==> src/rtl/pcm_tsp_pkg.sv <==
package pcm_tsp_pkg;

   // Events seen on the synchronized serial lines in one local clock cycle
   typedef struct packed {
      logic rise;   // bit clock went 0 -> 1
      logic fall;   // bit clock went 1 -> 0
      logic fs;     // synchronized frame sync level
      logic dr;     // synchronized receive data level
   } line_evt_t;

   // Word length of a slot for a given coding choice
   function automatic int slot_bits(input logic comp, input int lin_w, input int cmp_w);
      return comp ? cmp_w : lin_w;
   endfunction

endpackage

==> src/rtl/pcm_tsp_sync.sv <==
module pcm_tsp_sync
   import pcm_tsp_pkg::*;
#(
   parameter int SYNC_STAGES = 2,
   parameter int LOSS_LIM    = 64
) (
   input  logic      clk,
   input  logic      rst_n,
   input  logic      bclk,
   input  logic      fsync,
   input  logic      dr,
   output line_evt_t evt,
   output logic      lost
);
   localparam int CW = $clog2(LOSS_LIM + 1);

   logic [SYNC_STAGES-1:0][2:0] stg;
   logic [2:0]                  last;
   logic                        b_prev;
   logic [CW-1:0]               idle;

   always_ff @(posedge clk) begin
      if (!rst_n) begin
         stg <= '0;
      end else begin
         stg[0] <= {bclk, fsync, dr};
         for (int i = 1; i < SYNC_STAGES; i++) begin
            stg[i] <= stg[i-1];
         end
      end
   end

   assign last = stg[SYNC_STAGES-1];

   always_ff @(posedge clk) begin
      if (!rst_n) b_prev <= 1'b0;
      else        b_prev <= last[2];
   end

   assign evt.rise = last[2] & ~b_prev;
   assign evt.fall = ~last[2] & b_prev;
   assign evt.fs   = last[1];
   assign evt.dr   = last[0];

   // Loss-of-clock watch: counts local cycles without a bit clock edge
   always_ff @(posedge clk) begin
      if (!rst_n) begin
         idle <= '0;
         lost <= 1'b0;
      end else if (evt.rise | evt.fall) begin
         idle <= '0;
         lost <= 1'b0;
      end else if (idle == CW'(LOSS_LIM)) begin
         lost <= 1'b1;
      end else begin
         idle <= idle + 1'b1;
      end
   end

   // after LOSS_LIM quiet cycles the loss flag must be up
   a_r8_loss_flagged: assert property (@(posedge clk) disable iff (!rst_n)
      (idle == CW'(LOSS_LIM)) |=> (lost || $past(evt.rise | evt.fall)));

endmodule

==> src/rtl/pcm_tsp_frame.sv <==
module pcm_tsp_frame
   import pcm_tsp_pkg::*;
#(
   parameter int FRAMES_TO_ENABLE = 2
) (
   input  logic      clk,
   input  logic      rst_n,
   input  line_evt_t evt,
   input  logic      active,
   input  logic      dly,
   input  logic      rev,
   output logic      launch,
   output logic      capture,
   output logic      slot_start,
   output logic      gate,
   output logic      frames_ok
);
   localparam int FW = $clog2(FRAMES_TO_ENABLE + 1);

   logic          rev_eff;
   logic          fs_last;
   logic          fs_new;
   logic          pend;
   logic [FW-1:0] cnt;

   assign rev_eff = rev & ~dly;
   assign launch  = rev_eff ? evt.fall : evt.rise;
   assign capture = rev_eff ? evt.rise : evt.fall;
   assign fs_new  = launch & evt.fs & ~fs_last;

   always_ff @(posedge clk) begin
      if (!rst_n) begin
         fs_last <= 1'b0;
         pend    <= 1'b0;
      end else begin
         if (launch) fs_last <= evt.fs;
         if (!active)     pend <= 1'b0;
         else if (launch) pend <= dly & fs_new;
      end
   end

   assign slot_start = active & ((fs_new & ~dly) | (launch & pend));

   // Frame syncs seen since the port became active, saturating
   always_ff @(posedge clk) begin
      if (!rst_n || !active)                            cnt <= '0;
      else if (fs_new && cnt != FW'(FRAMES_TO_ENABLE))  cnt <= cnt + 1'b1;
   end

   assign frames_ok = (cnt == FW'(FRAMES_TO_ENABLE));
   assign gate      = frames_ok | ((cnt == FW'(FRAMES_TO_ENABLE - 1)) & fs_new);

   // a delayed slot starts only on the launch edge after a frame sync
   a_r3_delayed_start: assert property (@(posedge clk) disable iff (!rst_n)
      (slot_start && dly) |-> (pend && !evt.fs || pend));

endmodule

==> src/rtl/pcm_tsp_tx.sv <==
module pcm_tsp_tx
   import pcm_tsp_pkg::*;
#(
   parameter int LIN_W = 14,
   parameter int CMP_W = 8
) (
   input  logic             clk,
   input  logic             rst_n,
   input  logic             active,
   input  logic             launch,
   input  logic             slot_start,
   input  logic             gate,
   input  logic             comp,
   input  logic [LIN_W-1:0] word,
   output logic             dx,
   output logic             dx_oe
);
   localparam int RW = $clog2(LIN_W + 1);

   logic [LIN_W-1:0] aligned;
   logic [LIN_W-1:0] sh;
   logic [RW-1:0]    rem;

   // Place the short word at the top so both lengths shift from one MSB
   generate
      if (CMP_W < LIN_W) begin : g_pad
         assign aligned = comp ? {word[CMP_W-1:0], {(LIN_W-CMP_W){1'b0}}} : word;
      end else begin : g_same
         assign aligned = word;
      end
   endgenerate

   always_ff @(posedge clk) begin
      if (!rst_n) begin
         sh    <= '0;
         rem   <= '0;
         dx    <= 1'b0;
         dx_oe <= 1'b0;
      end else if (!active) begin
         rem   <= '0;
         dx    <= 1'b0;
         dx_oe <= 1'b0;
      end else if (slot_start) begin
         sh    <= aligned << 1;
         dx    <= aligned[LIN_W-1] & gate;
         dx_oe <= gate;
         rem   <= RW'(slot_bits(comp, LIN_W, CMP_W) - 1);
      end else if (launch) begin
         if (rem != '0) begin
            dx  <= sh[LIN_W-1] & dx_oe;
            sh  <= sh << 1;
            rem <= rem - 1'b1;
         end else begin
            dx    <= 1'b0;
            dx_oe <= 1'b0;
         end
      end
   end

   // a powered-down port releases the line on the next cycle
   a_r7_down_releases: assert property (@(posedge clk) disable iff (!rst_n)
      !active |=> !dx_oe);

   // serial data moves only after a launch event or a power loss
   a_r4_dx_on_launch: assert property (@(posedge clk) disable iff (!rst_n)
      !$stable(dx) |-> ($past(launch) || $past(!active)));

   // the enable rises only at the start of a slot
   a_r5_oe_rise_at_slot: assert property (@(posedge clk) disable iff (!rst_n)
      $rose(dx_oe) |-> $past(slot_start));

   // nothing is driven while the line is released
   a_r5_quiet_released: assert property (@(posedge clk) disable iff (!rst_n)
      !dx_oe |-> !dx);

endmodule

==> src/rtl/pcm_tsp_rx.sv <==
module pcm_tsp_rx
   import pcm_tsp_pkg::*;
#(
   parameter int LIN_W = 14,
   parameter int CMP_W = 8
) (
   input  logic             clk,
   input  logic             rst_n,
   input  logic             active,
   input  logic             capture,
   input  logic             slot_start,
   input  logic             comp,
   input  logic             dr,
   output logic [LIN_W-1:0] rx_word,
   output logic             rx_valid
);
   localparam int RW = $clog2(LIN_W + 1);

   logic [LIN_W-1:0] sh;
   logic [RW-1:0]    rem;
   logic [LIN_W-1:0] nxt;

   assign nxt = {sh[LIN_W-2:0], dr};

   always_ff @(posedge clk) begin
      if (!rst_n) begin
         sh       <= '0;
         rem      <= '0;
         rx_word  <= '0;
         rx_valid <= 1'b0;
      end else begin
         rx_valid <= 1'b0;
         if (!active) begin
            rem <= '0;
         end else if (slot_start) begin
            sh  <= '0;
            rem <= RW'(slot_bits(comp, LIN_W, CMP_W));
         end else if (capture && rem != '0) begin
            sh  <= nxt;
            rem <= rem - 1'b1;
            if (rem == RW'(1)) begin
               rx_word  <= nxt;
               rx_valid <= 1'b1;
            end
         end
      end
   end

   // the strobe is one cycle wide
   a_r9_strobe_single: assert property (@(posedge clk) disable iff (!rst_n)
      rx_valid |=> !rx_valid);

   // the strobe follows a capture event
   a_r9_strobe_after_capture: assert property (@(posedge clk) disable iff (!rst_n)
      rx_valid |-> $past(capture));

endmodule

==> src/rtl/pcm_tsp.sv <==
module pcm_tsp
   import pcm_tsp_pkg::*;
#(
   parameter int LIN_W            = 14,
   parameter int CMP_W            = 8,
   parameter int SYNC_STAGES      = 2,
   parameter int LOSS_LIM         = 64,
   parameter int FRAMES_TO_ENABLE = 2
) (
   input  logic             clk,
   input  logic             rst_n,
   input  logic             bclk,
   input  logic             fsync,
   input  logic             mode_dly,
   input  logic             mode_rev,
   input  logic             mode_comp,
   input  logic             pwr_up,
   input  logic [LIN_W-1:0] tx_word,
   input  logic             dr,
   output logic [LIN_W-1:0] rx_word,
   output logic             rx_valid,
   output logic             dx,
   output logic             dx_oe
);
   generate
      if (CMP_W < 1 || CMP_W > LIN_W) begin : g_bad_width
         $error("pcm_tsp: CMP_W must lie in 1..LIN_W");
      end
      if (LIN_W < 2) begin : g_bad_lin
         $error("pcm_tsp: LIN_W must be at least 2");
      end
      if (SYNC_STAGES < 2) begin : g_bad_sync
         $error("pcm_tsp: SYNC_STAGES must be at least 2");
      end
      if (LOSS_LIM < 4) begin : g_bad_loss
         $error("pcm_tsp: LOSS_LIM must be at least 4");
      end
      if (FRAMES_TO_ENABLE < 1) begin : g_bad_frames
         $error("pcm_tsp: FRAMES_TO_ENABLE must be at least 1");
      end
   endgenerate

   line_evt_t evt;
   logic      lost;
   logic      active;
   logic      launch;
   logic      capture;
   logic      slot_start;
   logic      gate;
   logic      frames_ok;

   assign active = pwr_up & ~lost;

   pcm_tsp_sync #(
      .SYNC_STAGES (SYNC_STAGES),
      .LOSS_LIM    (LOSS_LIM)
   ) u_sync (
      .clk   (clk),
      .rst_n (rst_n),
      .bclk  (bclk),
      .fsync (fsync),
      .dr    (dr),
      .evt   (evt),
      .lost  (lost)
   );

   pcm_tsp_frame #(
      .FRAMES_TO_ENABLE (FRAMES_TO_ENABLE)
   ) u_frame (
      .clk        (clk),
      .rst_n      (rst_n),
      .evt        (evt),
      .active     (active),
      .dly        (mode_dly),
      .rev        (mode_rev),
      .launch     (launch),
      .capture    (capture),
      .slot_start (slot_start),
      .gate       (gate),
      .frames_ok  (frames_ok)
   );

   pcm_tsp_tx #(
      .LIN_W (LIN_W),
      .CMP_W (CMP_W)
   ) u_tx (
      .clk        (clk),
      .rst_n      (rst_n),
      .active     (active),
      .launch     (launch),
      .slot_start (slot_start),
      .gate       (gate),
      .comp       (mode_comp),
      .word       (tx_word),
      .dx         (dx),
      .dx_oe      (dx_oe)
   );

   pcm_tsp_rx #(
      .LIN_W (LIN_W),
      .CMP_W (CMP_W)
   ) u_rx (
      .clk        (clk),
      .rst_n      (rst_n),
      .active     (active),
      .capture    (capture),
      .slot_start (slot_start),
      .comp       (mode_comp),
      .dr         (evt.dr),
      .rx_word    (rx_word),
      .rx_valid   (rx_valid)
   );

   // the line is never enabled before enough frame syncs were counted
   a_r6_two_frames: assert property (@(posedge clk) disable iff (!rst_n)
      $rose(dx_oe) |-> frames_ok);

   // a lost bit clock keeps the line released
   a_r8_lost_quiet: assert property (@(posedge clk) disable iff (!rst_n)
      lost |=> !dx_oe);

endmodule

==> config.mk <==
export PLATFORM = sky130hd
export DESIGN_NAME = pcm_tsp
export DESIGN_NICKNAME = d
export VERILOG_FILES = /design/src/rtl/pcm_tsp_pkg.sv /design/src/rtl/pcm_tsp_sync.sv /design/src/rtl/pcm_tsp_frame.sv /design/src/rtl/pcm_tsp_tx.sv /design/src/rtl/pcm_tsp_rx.sv /design/src/rtl/pcm_tsp.sv
export SDC_FILE = /design/constraint.sdc
export NUM_CORES = 1
export LEC_CHECK = 0
export ABC_AREA = 1
export BUFFER_PORTS_ARGS = -buffer_cell sky130_fd_sc_hd__buf_2
export CAP_MARGIN = 25
export CORE_ASPECT_RATIO = 0.75
export CORE_UTILIZATION = 52
export CTS_CLUSTER_DIAMETER = 50
export CTS_CLUSTER_SIZE = 16
export DETAILED_ROUTE_END_ITERATION = 7
export PLACE_DENSITY = 0.75
export SYNTH_ARGS = -nofsm -noshare
export SYNTH_HDL_FRONTEND = slang
export SYNTH_SLANG_ARGS = --single-unit
export TNS_END_PERCENT = 30
==> constraint.sdc <==
create_clock -name clk -period 1.7 [get_ports clk]
set_clock_uncertainty 0.15 [all_clocks]
set_input_delay 0.34 -clock clk [delete_from_list [all_inputs] [get_ports clk]]
set_output_delay 0.34 -clock clk [all_outputs]
set_load 0.02 [all_outputs]
# ---- After elaboration in Yosys (flattened, before gate mapping)
# Cells that the tools add are included.
dict set report totals {
  output_inout_bits 17
  elab_cells 91
  register_bits 71
  input_bits 23
}
dict set report classes {
  bitwise_logic 25
  n_mux 21
  n_reduce_logical 18
  add_sub_neg 5
  eq_ne 6
}
# op count
set op_table {}
lappend op_table {{$mux W14} 4}
lappend op_table {{$mux W13} 2}
lappend op_table {{$mux W4} 5}
lappend op_table {{$and A1 B1 Y1} 13}
lappend op_table {{$mux W1} 9}
lappend op_table {{$not A1 Y1} 9}
lappend op_table {{$reduce_and A2 Y1} 4}
lappend op_table {{$reduce_bool A4 Y1} 2}
lappend op_table {{$sub A4 B1 Y4 const B} 2}
lappend op_table {{$add A7 B1 Y7 const B} 1}
lappend op_table {{$eq A7 B7 Y1 const B} 1}
lappend op_table {{$reduce_bool A2 Y1} 3}
lappend op_table {{$eq A4 B1 Y1 const B} 1}
lappend op_table {{$ne A2 B2 Y1 const B} 2}
lappend op_table {{$reduce_and A4 Y1} 1}
lappend op_table {{$reduce_or A4 Y1} 1}
lappend op_table {{$sub A4 B2 Y4 const B} 1}
lappend op_table {{$mux W3} 1}
lappend op_table {{$or A1 B1 Y1} 3}
lappend op_table {{$reduce_and A3 Y1} 1}
lappend op_table {{$add A2 B1 Y2 const B} 1}
lappend op_table {{$eq A2 B1 Y1 const B} 1}
lappend op_table {{$eq A2 B2 Y1 const B} 1}
lappend op_table {{$logic_and A1 B1 Y1} 2}
lappend op_table {{3 further kinds} 4}

# ---- Logic depth before layout (Yosys ltp)
dict set report depth {
  ltp_word 10
  ltp_mapped 12
  ltp_nobuf 12
}

# ---- Hierarchy
# From an unflattened synthesis, not the netlist that was laid out.
dict set report unflattened {
  hier_cells 483
  hier_area_um2 3352.0
}
# mod area_each_um2 cells_each n_inst seq_area_each_um2
set by_module_without_submodules {}
lappend by_module_without_submodules {pcm_tsp_rx 1305.0 167 1 640.6}
lappend by_module_without_submodules {pcm_tsp_tx 1104.8 187 1 380.4}
lappend by_module_without_submodules {pcm_tsp_sync 638.1 85 1 300.3}
lappend by_module_without_submodules {pcm_tsp_frame 294.0 42 1 80.1}
lappend by_module_without_submodules {pcm_tsp 10.0 2 1 0.0}

# ---- Worst setup path before layout
# No wires, ideal clock.
dict set report synth_timing {
  kind {register to register}
  startpoint {register u_rx.rem[0]}
  endpoint {register u_rx.rx_word[3]}
  t_required_ns 1.434
  period_less_slack_ns 1.743
  setup_ns 0.116
  path_buffers 1
  stages_incl_launch_ff 12
  t_arrival_ns 1.477
  slack_ns -0.043
  cell_sequence {dfxtp_1 -> inv_1 -> ha_1 -> nand3_1 -> nand2_1 -> nor2_2 -> nand3_1 -> nor2_4 -> inv_2 -> buf_6 -> nor2_1 -> nor2_1}
}
dict set report synth_via {
  elab_chain_cells 3
  word_cells_on_any_way 4
  classes_between {eq/ne (1); reduce/logical (3)}
}
# element line_no
set synth_lines {}
lappend synth_lines {{start: declaration} pcm_tsp_rx.sv:20} ;# logic [RW-1:0] rem;
lappend synth_lines {{start signal: assignment} pcm_tsp_rx.sv:37} ;# rem <= RW'(slot_bits(comp, LIN_W, CMP_W));
lappend synth_lines {{start signal: assignment} pcm_tsp_rx.sv:40} ;# rem <= rem - 1'b1;
lappend synth_lines {{$reduce_bool A4 Y1} pcm_tsp_rx.sv:38} ;# end else if (capture && rem != '0) begin
lappend synth_lines {{$logic_and A1 B1 Y1} pcm_tsp_rx.sv:38}
lappend synth_lines {{$reduce_and A4 Y1 (no line) *} --}
lappend synth_lines {{end signal: assignment} pcm_tsp_rx.sv:42} ;# rx_word <= nxt;
lappend synth_lines {{end: declaration} pcm_tsp_rx.sv:14} ;# output logic [LIN_W-1:0] rx_word,
# Every way passes the cells marked *; elsewhere a longest branch is shown, timed or not.
# A chain may end at the register's enable or synchronous reset.

# ---- Final worst setup path
dict set report layout_timing {
  startpoint {register u_sync.stg (netlist bit u_sync.last[2])}
  endpoint {register u_tx.sh[2]}
}
dict set report layout_via {
  elab_chain_cells 10
  word_cells_on_any_way 14
  classes_between {mux (2); bitwise (9); reduce/logical (3)}
}
# element line_no
set layout_lines {}
lappend layout_lines {{start: declaration} pcm_tsp_sync.sv:17} ;# logic [SYNC_STAGES-1:0][2:0] stg;
lappend layout_lines {{start signal: indexed assignment} pcm_tsp_sync.sv:28} ;# stg[i] <= stg[i-1];
lappend layout_lines {{$not A1 Y1} pcm_tsp_sync.sv:41} ;# assign evt.fall = ~last[2] & b_prev;
lappend layout_lines {{$and A1 B1 Y1} pcm_tsp_sync.sv:41}
lappend layout_lines {{$mux W1 *} pcm_tsp_frame.sv:27} ;# assign launch = rev_eff ? evt.fall : evt.rise;
lappend layout_lines {{$and A1 B1 Y1 (2 in a row)} pcm_tsp_frame.sv:29} ;# assign fs_new = launch & evt.fs & ~fs_last;
lappend layout_lines {{$and A1 B1 Y1} pcm_tsp_frame.sv:42} ;# assign slot_start = active & ((fs_new & ~dly) | (launch & pend));
lappend layout_lines {{$or A1 B1 Y1} pcm_tsp_frame.sv:42}
lappend layout_lines {{$and A1 B1 Y1} pcm_tsp_frame.sv:42}
lappend layout_lines {{$reduce_bool A2 Y1 (no line)} --}
lappend layout_lines {{$reduce_and A3 Y1 (no line)} --}
lappend layout_lines {{end signal: assignment} pcm_tsp_tx.sv:44} ;# sh <= aligned << 1;
lappend layout_lines {{end signal: assignment} pcm_tsp_tx.sv:51} ;# sh <= sh << 1;
lappend layout_lines {{end: declaration} pcm_tsp_tx.sv:21} ;# logic [LIN_W-1:0] sh;
# Marked as above.

==> impl_metrics.env <==
export IMPL_status="finished with violations"
export IMPL_violations="negative setup slack"
export IMPL_slew_headroom_pct=70.6
export IMPL_crit_required_ns=1.80
export IMPL_hpwl_um=5250
export IMPL_finalWirelength_um=8160
export IMPL_synthesis_area_mm2=0.00332
export IMPL_die_h_um=71.2
export IMPL_final_max_slew_viol_count=0
export IMPL_grt_pass1_wl_um=13100
export IMPL_place_ws_ns=-0.156
export IMPL_critPathKind="reg -> reg"
export IMPL_grt_start_max_net_pins=30
export IMPL_slowest_delay_ns=0.37
export IMPL_ys_flop_type="dfxtp_1"
export IMPL_dr_pass1_iters=5
export IMPL_worstPathMaxFanout=6
export IMPL_diodes=0
export IMPL_p_per_area_mw_per_mm2=740
export IMPL_cts_max_level=3
export IMPL_hold_class="in -> reg"
export IMPL_async_flop_share_pct=0
export IMPL_cts_tree="yes"
export IMPL_clk_latency_ns=0.35
export IMPL_synthToLayoutAreaGrowth_pct=30.4
export IMPL_path_cells="inv_4, ha_4, nand3_4, nand2_4, nand4_4, nand2_4, buf_6, o21bai_4, buf_6, nand2_2, nand2_1, nor2_2"
export IMPL_grtUsageMet3_pct=7.74
export IMPL_drc=0
export IMPL_drtAntennaViolNets=0
export IMPL_numCtsBuffers=9
export IMPL_wl_per_cell_um=13.0
export IMPL_whs_path_depth=3
export IMPL_drt_iter0_drc=192
export IMPL_total_power_mw=3.20
export IMPL_dr_total_vias=3205
export IMPL_cts_root_buf="clkbuf_8"
export IMPL_max_cap_violations=0
export IMPL_ir_drop_uv=839
export IMPL_vias_per_cell=5.10
export IMPL_cts_sinks=70
export IMPL_total_leakage_power_nw=2.03
export IMPL_worstSetupEndpointType="flop"
export IMPL_routabilityCongestion=0.841
export IMPL_mostFrequentLayoutCell="nand2_1"
export IMPL_ys_types=32
export IMPL_worst_ep_arrival_time_ns=1.92
export IMPL_holdWs_ns=0.0277
export IMPL_start_util_pct=55.5
export IMPL_port_buffers=39
export IMPL_avgSynthCellArea_um2=7.02
export IMPL_slowest_stage="dfxtp_4"
export IMPL_ios=40
export IMPL_fp_dieW_um=94.3
export IMPL_coreArea_mm2=0.00598
export IMPL_syn_nets=506
export IMPL_reg2reg_depth=12
export IMPL_period_needed_ns=1.81
export IMPL_setup_viol=45
export IMPL_ys_seq_area_share_pct=42.2
export IMPL_clk_pin_slew_ns=0.08
export IMPL_worst_pin_slew_ns=0.441
export IMPL_fill_cells=482
export IMPL_post_dp_cell_area_mm2=0.00380
export IMPL_worst_slack_ns=-0.111
export IMPL_nets=578
export IMPL_clk_path_buf_depth=2
export IMPL_first_global_vias=2915
export IMPL_top_usage_layer="met2"
export IMPL_drive_gt1_share_pct=31.3
export IMPL_yosys_warnings=0
export IMPL_use_met1_pct=33.6
export IMPL_antenna_found_initial=0
export IMPL_rsz0062_at_grt="true"
export IMPL_synthCells=473
export IMPL_synth_top_area_cell="dfxtp_1"
export IMPL_grt_usage_pct=25.2
export IMPL_yosysTopAreaCellShare_pct=42.2
export IMPL_rows=24
export IMPL_yosys_top_cells_area="dfxtp_1 (42%), nand2_1 (14%), nor2_1 (7.5%)"
export IMPL_fmax_ghz=0.552
export IMPL_cp_start_kind="flop"
export IMPL_synth_edff_count=0
export IMPL_stdcell_area_mm2=0.00433
export IMPL_finalHoldViolCount=0
export IMPL_grt_overflow=0
export IMPL_holdBufCountCts=0
export IMPL_met2_usage_pct=39.8
export IMPL_dieArea_mm2=0.00671
export IMPL_most_common_layout_cells="nand2_1 (105), dfxtp_1 (67), inv_1 (52), nor2_1 (52), buf_2 (40)"
export IMPL_ys_seq_elements=70
export IMPL_finalCritPeriodShare_pct=107
[routing by layer]
metal / vias up / wire length, µm / part of all wire (%)
met4: 0 / 80 / 0.98
met5: - / 0 / 0
li1: 1624 / - / -
met1: 1486 / 3870 / 48
met2: 85 / 3780 / 46
met3: 10 / 423 / 5.2
[repair_timing]
item,CTS,global route
gates cloned,2,2
endpoints found under the setup margin,50,52
resized for setup,31,60
setup buffers,6,1
pin swaps,11,17
[worst paths after layout]
check / slack (ns) / from / to
hold / removal: 0.03 / bclk / u_sync.stg[2]
setup / recovery: -0.11 / u_sync.last[2] / u_tx.sh[2]
setup reg to reg: -0.11 / u_sync.last[2] / u_tx.sh[2]
hold reg to reg: 0.26 / u_sync.stg[2] / u_sync.last[2]
[stage by stage]
step	cells	TNS, ns	util (%)
6_report	628	-2.62	72.4
5_1_grt	628	-6.25	72.4
4_1_cts	628	-1.96	70.4
3_5_place_dp	604	-4.25	63.5
3_3_place_gp	604	-1.44	63.5
2_1_floorplan	473	0	-
[where the power goes]
part	internal, mW	total (mW)	switching (mW)
sequential	1.65	1.66	0.0113
combinational	0.0753	0.200	0.124
clock	0.711	1.34	0.629
[cell families (layout without fill, tap and decap cells)]
family          after synthesis  after routing  share of synthesized area [%]
compound gates               57             57                           9.35
xor+xnor                      6              6                           1.58
fa+ha+maj                    10             10                           3.77
buf+inv                      79            155                           10.6
flops                        70             70                           42.2
simple gates                251            252                           32.5
[registers in the layout, summed over array words and instances, names as in the netlist]
signal and count:
u_frame.cnt 2, u_sync.stg 3, u_frame.pend 1, u_tx.sh 13, u_tx.rem 4, u_tx.dx_oe 1, u_rx.rem 4, u_sync.b_prev 1
u_rx.rx_valid 1, u_rx.rx_word 14, u_tx.dx 1, u_sync.last 3, u_sync.lost 1, u_frame.fs_last 1, u_sync.idle 7, u_rx.sh 13
[worst max-delay path, delay by kind of cell, from the launching register on]
family | cells | cell delay, ns
compound gates | 1 | 0.22
fa+ha+maj | 1 | 0.16
buf+inv | 3 | 0.35
flops | 1 | 0.37
simple gates | 7 | 0.46
[cell usage after synthesis, types with 3 or more instances]
cell        n
nand2_2     4
dfxtp_1    70
buf_2       4
nor3_1      6
buf_6       6
xor2_1      4
clkbuf_1    7
nand2_1   123
nand3b_1    3
inv_2       4
a21oi_1    28
ha_1       10
inv_1      56
o21ai_0    22
nor2_2      3
nand3_1    37
nor2_1     66
nand2_4     3
[layout make-up]
class	count	area, µm²	area share (%)
multi-input combinational	325	1820	42.0
sequential	70	1410	32.6
tap	78	97.6	2.25
inverter	61	243	5.61
clock inverter	6	61.3	1.42
timing repair buffer	78	562	13.0
clock buffer	10	138	3.18
Note: power is estimated with default switching activity, not from simulation.
